$ cat src/rtl/bid_pkg.sv
package bid_pkg;

   typedef enum logic [1:0] {
      BID_MODE_HOLD = 2'd0,
      BID_MODE_LOAD = 2'd1,
      BID_MODE_READ = 2'd2
   } bid_mode_e;

   // Enable lines in opposite states pick the operation; equal states hold.
   function automatic bid_mode_e bid_decode(input logic en1, input logic en2);
      bid_mode_e m;
      unique case ({en1, en2})
         2'b10:   m = BID_MODE_LOAD;
         2'b01:   m = BID_MODE_READ;
         default: m = BID_MODE_HOLD;
      endcase
      return m;
   endfunction

endpackage

$ cat src/rtl/bid_sync.sv
module bid_sync #(
   parameter int W      = 4,
   parameter int STAGES = 2
) (
   input  logic         clk,
   input  logic         rst_n,
   input  logic [W-1:0] d_i,
   output logic [W-1:0] q_o
);
   localparam int LAST = STAGES - 1;

   generate
      if (STAGES < 2) begin : g_bad_stages
         $error("bid_sync: STAGES must be at least 2");
      end
      if (W < 1) begin : g_bad_width
         $error("bid_sync: W must be at least 1");
      end
   endgenerate

   logic [STAGES-1:0][W-1:0] stg;

   always_ff @(posedge clk or negedge rst_n) begin
      if (!rst_n) stg[0] <= '0;
      else        stg[0] <= d_i;
   end

   generate
      for (genvar s = 1; s < STAGES; s++) begin : g_stage
         always_ff @(posedge clk or negedge rst_n) begin
            if (!rst_n) stg[s] <= '0;
            else        stg[s] <= stg[s-1];
         end
      end
   endgenerate

   assign q_o = stg[LAST];

endmodule

$ cat src/rtl/bid_ctrl.sv
module bid_ctrl
   import bid_pkg::*;
(
   input  logic clk,
   input  logic rst_n,
   input  logic held_i,
   input  logic en1_i,
   input  logic en2_i,
   input  logic strobe_i,
   output logic load_o,
   output logic shift_o,
   output logic clear_o
);
   logic      strobe_q;
   logic      strobe_rise;
   bid_mode_e mode;

   always_ff @(posedge clk or negedge rst_n) begin
      if (!rst_n) strobe_q <= 1'b0;
      else        strobe_q <= strobe_i;
   end

   assign strobe_rise = strobe_i & ~strobe_q;
   assign mode        = bid_decode(en1_i, en2_i);

   always_comb begin
      load_o  = 1'b0;
      shift_o = 1'b0;
      if (held_i && strobe_rise) begin
         load_o  = (mode == BID_MODE_LOAD);
         shift_o = (mode == BID_MODE_READ);
      end
   end

   assign clear_o = ~held_i;

   // equal enables never produce a command
   a_r6_equal_enables_idle: assert property (@(posedge clk) disable iff (!rst_n)
      (en1_i == en2_i) |-> (!load_o && !shift_o));

   // nothing acts while card reset is released
   a_r7_gated_when_released: assert property (@(posedge clk) disable iff (!rst_n)
      !held_i |-> (!load_o && !shift_o));

   // a command needs the strobe low in the previous cycle
   a_r9_rising_only: assert property (@(posedge clk) disable iff (!rst_n)
      (load_o || shift_o) |-> (strobe_i && !$past(strobe_i)));

   a_r3_single_command: assert property (@(posedge clk) disable iff (!rst_n)
      $onehot0({load_o, shift_o, (load_o || shift_o) && clear_o}));

endmodule

$ cat src/rtl/bid_shreg.sv
module bid_shreg #(
   parameter int              ID_W        = 8,
   parameter logic [ID_W-1:0] ID_CODE     = 8'hC2,
   parameter bit              LSB_FIRST   = 1'b1
) (
   input  logic clk,
   input  logic rst_n,
   input  logic load_i,
   input  logic shift_i,
   input  logic clear_i,
   output logic bit_o
);
   localparam int TOP = ID_W - 1;

   generate
      if (ID_W < 2) begin : g_bad_width
         $error("bid_shreg: ID_W must be at least 2");
      end
   endgenerate

   logic [ID_W-1:0] q;
   logic [ID_W-1:0] q_shifted;

   generate
      if (LSB_FIRST) begin : g_lsb
         assign q_shifted = {1'b0, q[TOP:1]};
         assign bit_o     = q[0];
         // one place toward bit 0, zero at the top
         a_r4_shift_down: assert property (@(posedge clk) disable iff (!rst_n)
            (shift_i && !clear_i) |=> (q == {1'b0, $past(q[TOP:1])}));
      end else begin : g_msb
         assign q_shifted = {q[TOP-1:0], 1'b0};
         assign bit_o     = q[TOP];
         a_r4_shift_up: assert property (@(posedge clk) disable iff (!rst_n)
            (shift_i && !clear_i) |=> (q == {$past(q[TOP-1:0]), 1'b0}));
      end
   endgenerate

   always_ff @(posedge clk or negedge rst_n) begin
      if (!rst_n)       q <= '0;
      else if (clear_i) q <= '0;
      else if (load_i)  q <= ID_CODE;
      else if (shift_i) q <= q_shifted;
   end

   // a load leaves the code in place
   a_r3_load_code: assert property (@(posedge clk) disable iff (!rst_n)
      (load_i && !clear_i) |=> (q == ID_CODE));

   // no command, no change
   a_r6_hold_value: assert property (@(posedge clk) disable iff (!rst_n)
      (!load_i && !shift_i && !clear_i) |=> $stable(q));

   // released reset empties the register
   a_r7_clear_empty: assert property (@(posedge clk) disable iff (!rst_n)
      clear_i |=> (q == '0));

endmodule

$ cat src/rtl/board_id_shifter.sv
module board_id_shifter #(
   parameter int              ID_W        = 8,
   parameter logic [ID_W-1:0] ID_CODE     = 8'hC2,
   parameter int              SYNC_STAGES = 2,
   parameter bit              LSB_FIRST   = 1'b1
) (
   input  logic clk,
   input  logic rst_n,
   input  logic card_reset_i,
   input  logic card_en1_i,
   input  logic card_en2_i,
   input  logic wr_strobe_i,
   input  logic card_det_i,
   output logic card_det_o
);
   localparam int N_SYNC = 4;

   logic [N_SYNC-1:0] raw_lines;
   logic [N_SYNC-1:0] sync_lines;
   logic held, en1_s, en2_s, strobe_s;
   logic load, shift, clear;
   logic id_bit;

   assign raw_lines = {card_reset_i, card_en1_i, card_en2_i, wr_strobe_i};

   bid_sync #(.W(N_SYNC), .STAGES(SYNC_STAGES)) u_sync (
      .clk   (clk),
      .rst_n (rst_n),
      .d_i   (raw_lines),
      .q_o   (sync_lines)
   );

   assign {held, en1_s, en2_s, strobe_s} = sync_lines;

   bid_ctrl u_ctrl (
      .clk      (clk),
      .rst_n    (rst_n),
      .held_i   (held),
      .en1_i    (en1_s),
      .en2_i    (en2_s),
      .strobe_i (strobe_s),
      .load_o   (load),
      .shift_o  (shift),
      .clear_o  (clear)
   );

   bid_shreg #(.ID_W(ID_W), .ID_CODE(ID_CODE), .LSB_FIRST(LSB_FIRST)) u_shreg (
      .clk     (clk),
      .rst_n   (rst_n),
      .load_i  (load),
      .shift_i (shift),
      .clear_i (clear),
      .bit_o   (id_bit)
   );

   assign card_det_o = held ? id_bit : card_det_i;

   // while held, the line stays put unless a command acted last cycle
   a_r2_line_owned: assert property (@(posedge clk) disable iff (!rst_n)
      (held && $past(held) && !$past(load) && !$past(shift)) |-> $stable(card_det_o));

   // the first held cycle after release shows a cleared register
   a_r7_restart_zero: assert property (@(posedge clk) disable iff (!rst_n)
      $rose(held) |-> (card_det_o == 1'b0));

endmodule

$ cat config.mk
export PLATFORM = sky130hd
export DESIGN_NAME = board_id_shifter
export DESIGN_NICKNAME = d
export VERILOG_FILES = /design/src/rtl/bid_pkg.sv /design/src/rtl/bid_sync.sv /design/src/rtl/bid_ctrl.sv /design/src/rtl/bid_shreg.sv /design/src/rtl/board_id_shifter.sv
export SDC_FILE = /design/constraint.sdc
export NUM_CORES = 1
export LEC_CHECK = 0
export CAP_MARGIN = 20
export CORE_MARGIN = 5
export CORE_UTILIZATION = 45
export CTS_CLUSTER_DIAMETER = 40
export CTS_CLUSTER_SIZE = 14
export DETAILED_ROUTE_END_ITERATION = 8
export PLACE_DENSITY = 0.67
export SETUP_SLACK_MARGIN = 0.1
export SYNTH_ARGS = -nofsm -noshare
export SYNTH_HDL_FRONTEND = slang
export SYNTH_SLANG_ARGS = --single-unit
$ cat constraint.sdc
create_clock -name clk -period 1.75 [get_ports clk]
set_clock_uncertainty 0.1 [all_clocks]
set_input_delay 0.525 -clock clk [delete_from_list [all_inputs] [get_ports clk]]
set_output_delay 0.525 -clock clk [all_outputs]
set_load 0.01 [all_outputs]
==> results.cfg <==
[status]
outcome = complete, no violations

[yosys]
yosysTopAreaCell = dfrtp_1
post_synth_num_cell_types = 17
syn_avg_cell_area_um2 = 13.1
syn_nets = 54
synth.area.top_cells = dfrtp_1, o22ai_1, nand2_1
synth-main-ff-cell = dfrtp_1
synth_common_cells = dfrtp_1, nand2_1, o22ai_1
netlist_instances = 47
postSynth.asyncResetShare_pct = 100
synth_seq_cells = 17
synth_top_area_share_pct = 69.1
syn_area_um2 = 616
yosysMostFrequentCell = dfrtp_1
yosys_warnings = 0
synth_edf_count = 0
synth_seq_area_share_pct = 69.1

[die]
ioPinCount = 8
die_h_um = 47.0
core_um2 = 1300
initial_utilization_pct = 47.3
die_area_um2 = 2210
num_rows = 13
die_w_um = 47.0

[grt]
grt_pass1_wl_um = 1640
grt.total_usage_pct = 10.9
grt_pass1_vias = 394
grt_start_max_net_pins = 18
grt_antenna_before_repair = 0
grt_overflow = 0

[clock_tree]
numCtsBuffers = 3
clock_path_buffers = 2
cts.hold.buffers_added = 0
clk_transition_reported_paths_ns = 0.10
cts_tree = built
clock-sinks = 17
root_buffer = clkbuf_4
htree_num_levels = 1
insertion_delay_ns = 0.29

[routing]
drt_iter0_drc = 0
routedWlPerCell_um = 11.8
ant_nets = 0
vias = 393
totalWireLength_um = 883
via_per_inst = 5.24
firstDrtPassIters = 1
drcViolationCount = 0

[sta]
max_freq_ghz = 0.624
timing.final.ws_setup_ns = 0.148
slew_violations = 0
hold_violations = 0
period_minus_slack_ns = 1.60
setup_violations = 0
worstMarginPinSlew_ns = 0.318
grt_setup_unrepaired = true
hold_slack_ns = 0.257
fin_crit_sh_pct = 91.5
maxSlewHeadroom_pct = 78.7

[hold_path]
min_path_type = flip-flop to flip-flop

[cells_and_area]
diodes = 0
layout-drive-gt1-share_pct = 21.7
fin_cells = 75
nets = 68
final_cell_area_um2 = 747
syn2layout_area_growth_pct = 21.3

[setup_path]
cp-end-kind = primary output
crit_path_top_delay_cell = dlygate4sd2_1
cp_cell_sequence = dlygate4sd2_1 -> inv_1 -> o21ai_1 -> buf_2
path_delay_family = buffers and inverters
required_ns = 1.12
r2r_slack_ns = 0.43
cp-start-kind = input pin
crit_type = input pin to primary output
cp.arrival_ns = 0.98
slowest_delay_ns = 0.19
path_max_fanout = 1
worst-path-buf-inv = 3

[place]
port_buffers = 7
pre_cts_ws_ns = -0.570
dp_hpwl_um = 647
place_area_um2 = 716
placed_cells = 70
place_congestion = 0.736

[pwr]
power_density_nw_per_um2 = 899
power_leakage_nw = 0.334
peakVddDrop_uv = 478

[run]
drv_cap = 0
[stage by stage]
| stage | utilization, % | total power [mW] | TNS, ns |
|---|---|---|---|
| 2_1_floorplan | - | 0.447 | 0 |
| 3_3_place_gp | 55.0 | 0.478 | -0.566 |
| 3_5_place_dp | 55.0 | 0.479 | -0.570 |
| 4_1_cts | 56.6 | 0.681 | 0 |
| 5_1_grt | 57.4 | 0.720 | 0 |
| 6_report | 57.4 | 0.671 | 0 |
[where the power goes]
part	leakage (nW)	internal (mW)	switching [mW]
Clock	0.0177	0.0848	0.116
Combinational	0.101	0.0298	0.0215
Sequential	0.215	0.407	0.0116
[kinds of logic (layout without fill, tap and decap cells)]
group | Yosys count | after routing | share of synthesized area, %
simple gates | 16 | 16 | 15.2
compound gates | 12 | 12 | 14.4
buf+inv | 2 | 15 | 1.22
flops | 17 | 17 | 69.1
[timing repair]
action | CTS | global route
pin swaps | 1 | 1
resized for setup | 6 | 1
setup buffers | 0 | 1
setup endpoints to repair | 1 | 1
[layout by cell type (no fill, tap or decap)]
| cell | instances |
|---|---|
| dfrtp_1 | 17 |
| nand2_1 | 7 |
| o22ai_1 | 5 |
| clkdlybuf4s50_1 | 5 |
| clkbuf_4 | 3 |
| buf_4 | 3 |
| o22a_1 | 2 |
| nor2_1 | 2 |
| inv_1 | 1 |
| nand2_2 | 1 |
| o21ai_1 | 1 |
| nand3b_1 | 1 |
| nand2b_4 | 1 |
| and2_1 | 1 |
| o221a_1 | 1 |
| nor3_2 | 1 |
| or3b_4 | 1 |
| o221a_2 | 1 |
| nor3b_1 | 1 |
| o21ai_0 | 1 |
| a21boi_0 | 1 |
| clkinv_2 | 1 |
| dlygate4sd2_1 | 1 |
| buf_2 | 1 |
[registers in the layout, indices dropped and copies added, names as in the netlist]
| register | cells |
|---|---|
| u_shreg.q | 8 |
| u_sync.q_o | 4 |
| u_ctrl.strobe_q | 1 |
| u_sync.stg | 4 |
[worst paths after layout]
path	start	to	cells past startpoint
min reg2reg	u_sync.stg[2]$_DFF_PN0_	u_sync.q_o[2]$_DFF_PN0_	0
max reg2reg	u_ctrl.strobe_q$_DFF_PN0_	u_shreg.q[3]$_DFFE_PN0P_	3
min in group asynchronous	rst_n	u_sync.q_o[2]$_DFF_PN0_	2
max	card_det_i	card_det_o	4
min	u_sync.stg[2]$_DFF_PN0_	u_sync.q_o[2]$_DFF_PN0_	0
max in group asynchronous	rst_n	u_sync.q_o[0]$_DFF_PN0_	2
[layout make-up]
cell class	instances	area (um^2)
clock buffers	3	22.5
flip-flops and latches	17	425
fillers	122	554
clock inverters	1	5.00
repair buffers	10	86.3
inverters	1	3.75
multi-input cells	28	185
well taps	15	18.8
[per-layer routing]
metal | global-route usage, % | up-vias | routed length [um]
met5 | 0 | - | 0
met2 | 16.5 | 8 | 386
li1 | - | 196 | -
met4 | 6.63 | 0 | 6
met3 | 3.45 | 2 | 58
met1 | 13.6 | 187 | 432
(Power assumes the default switching activity.)
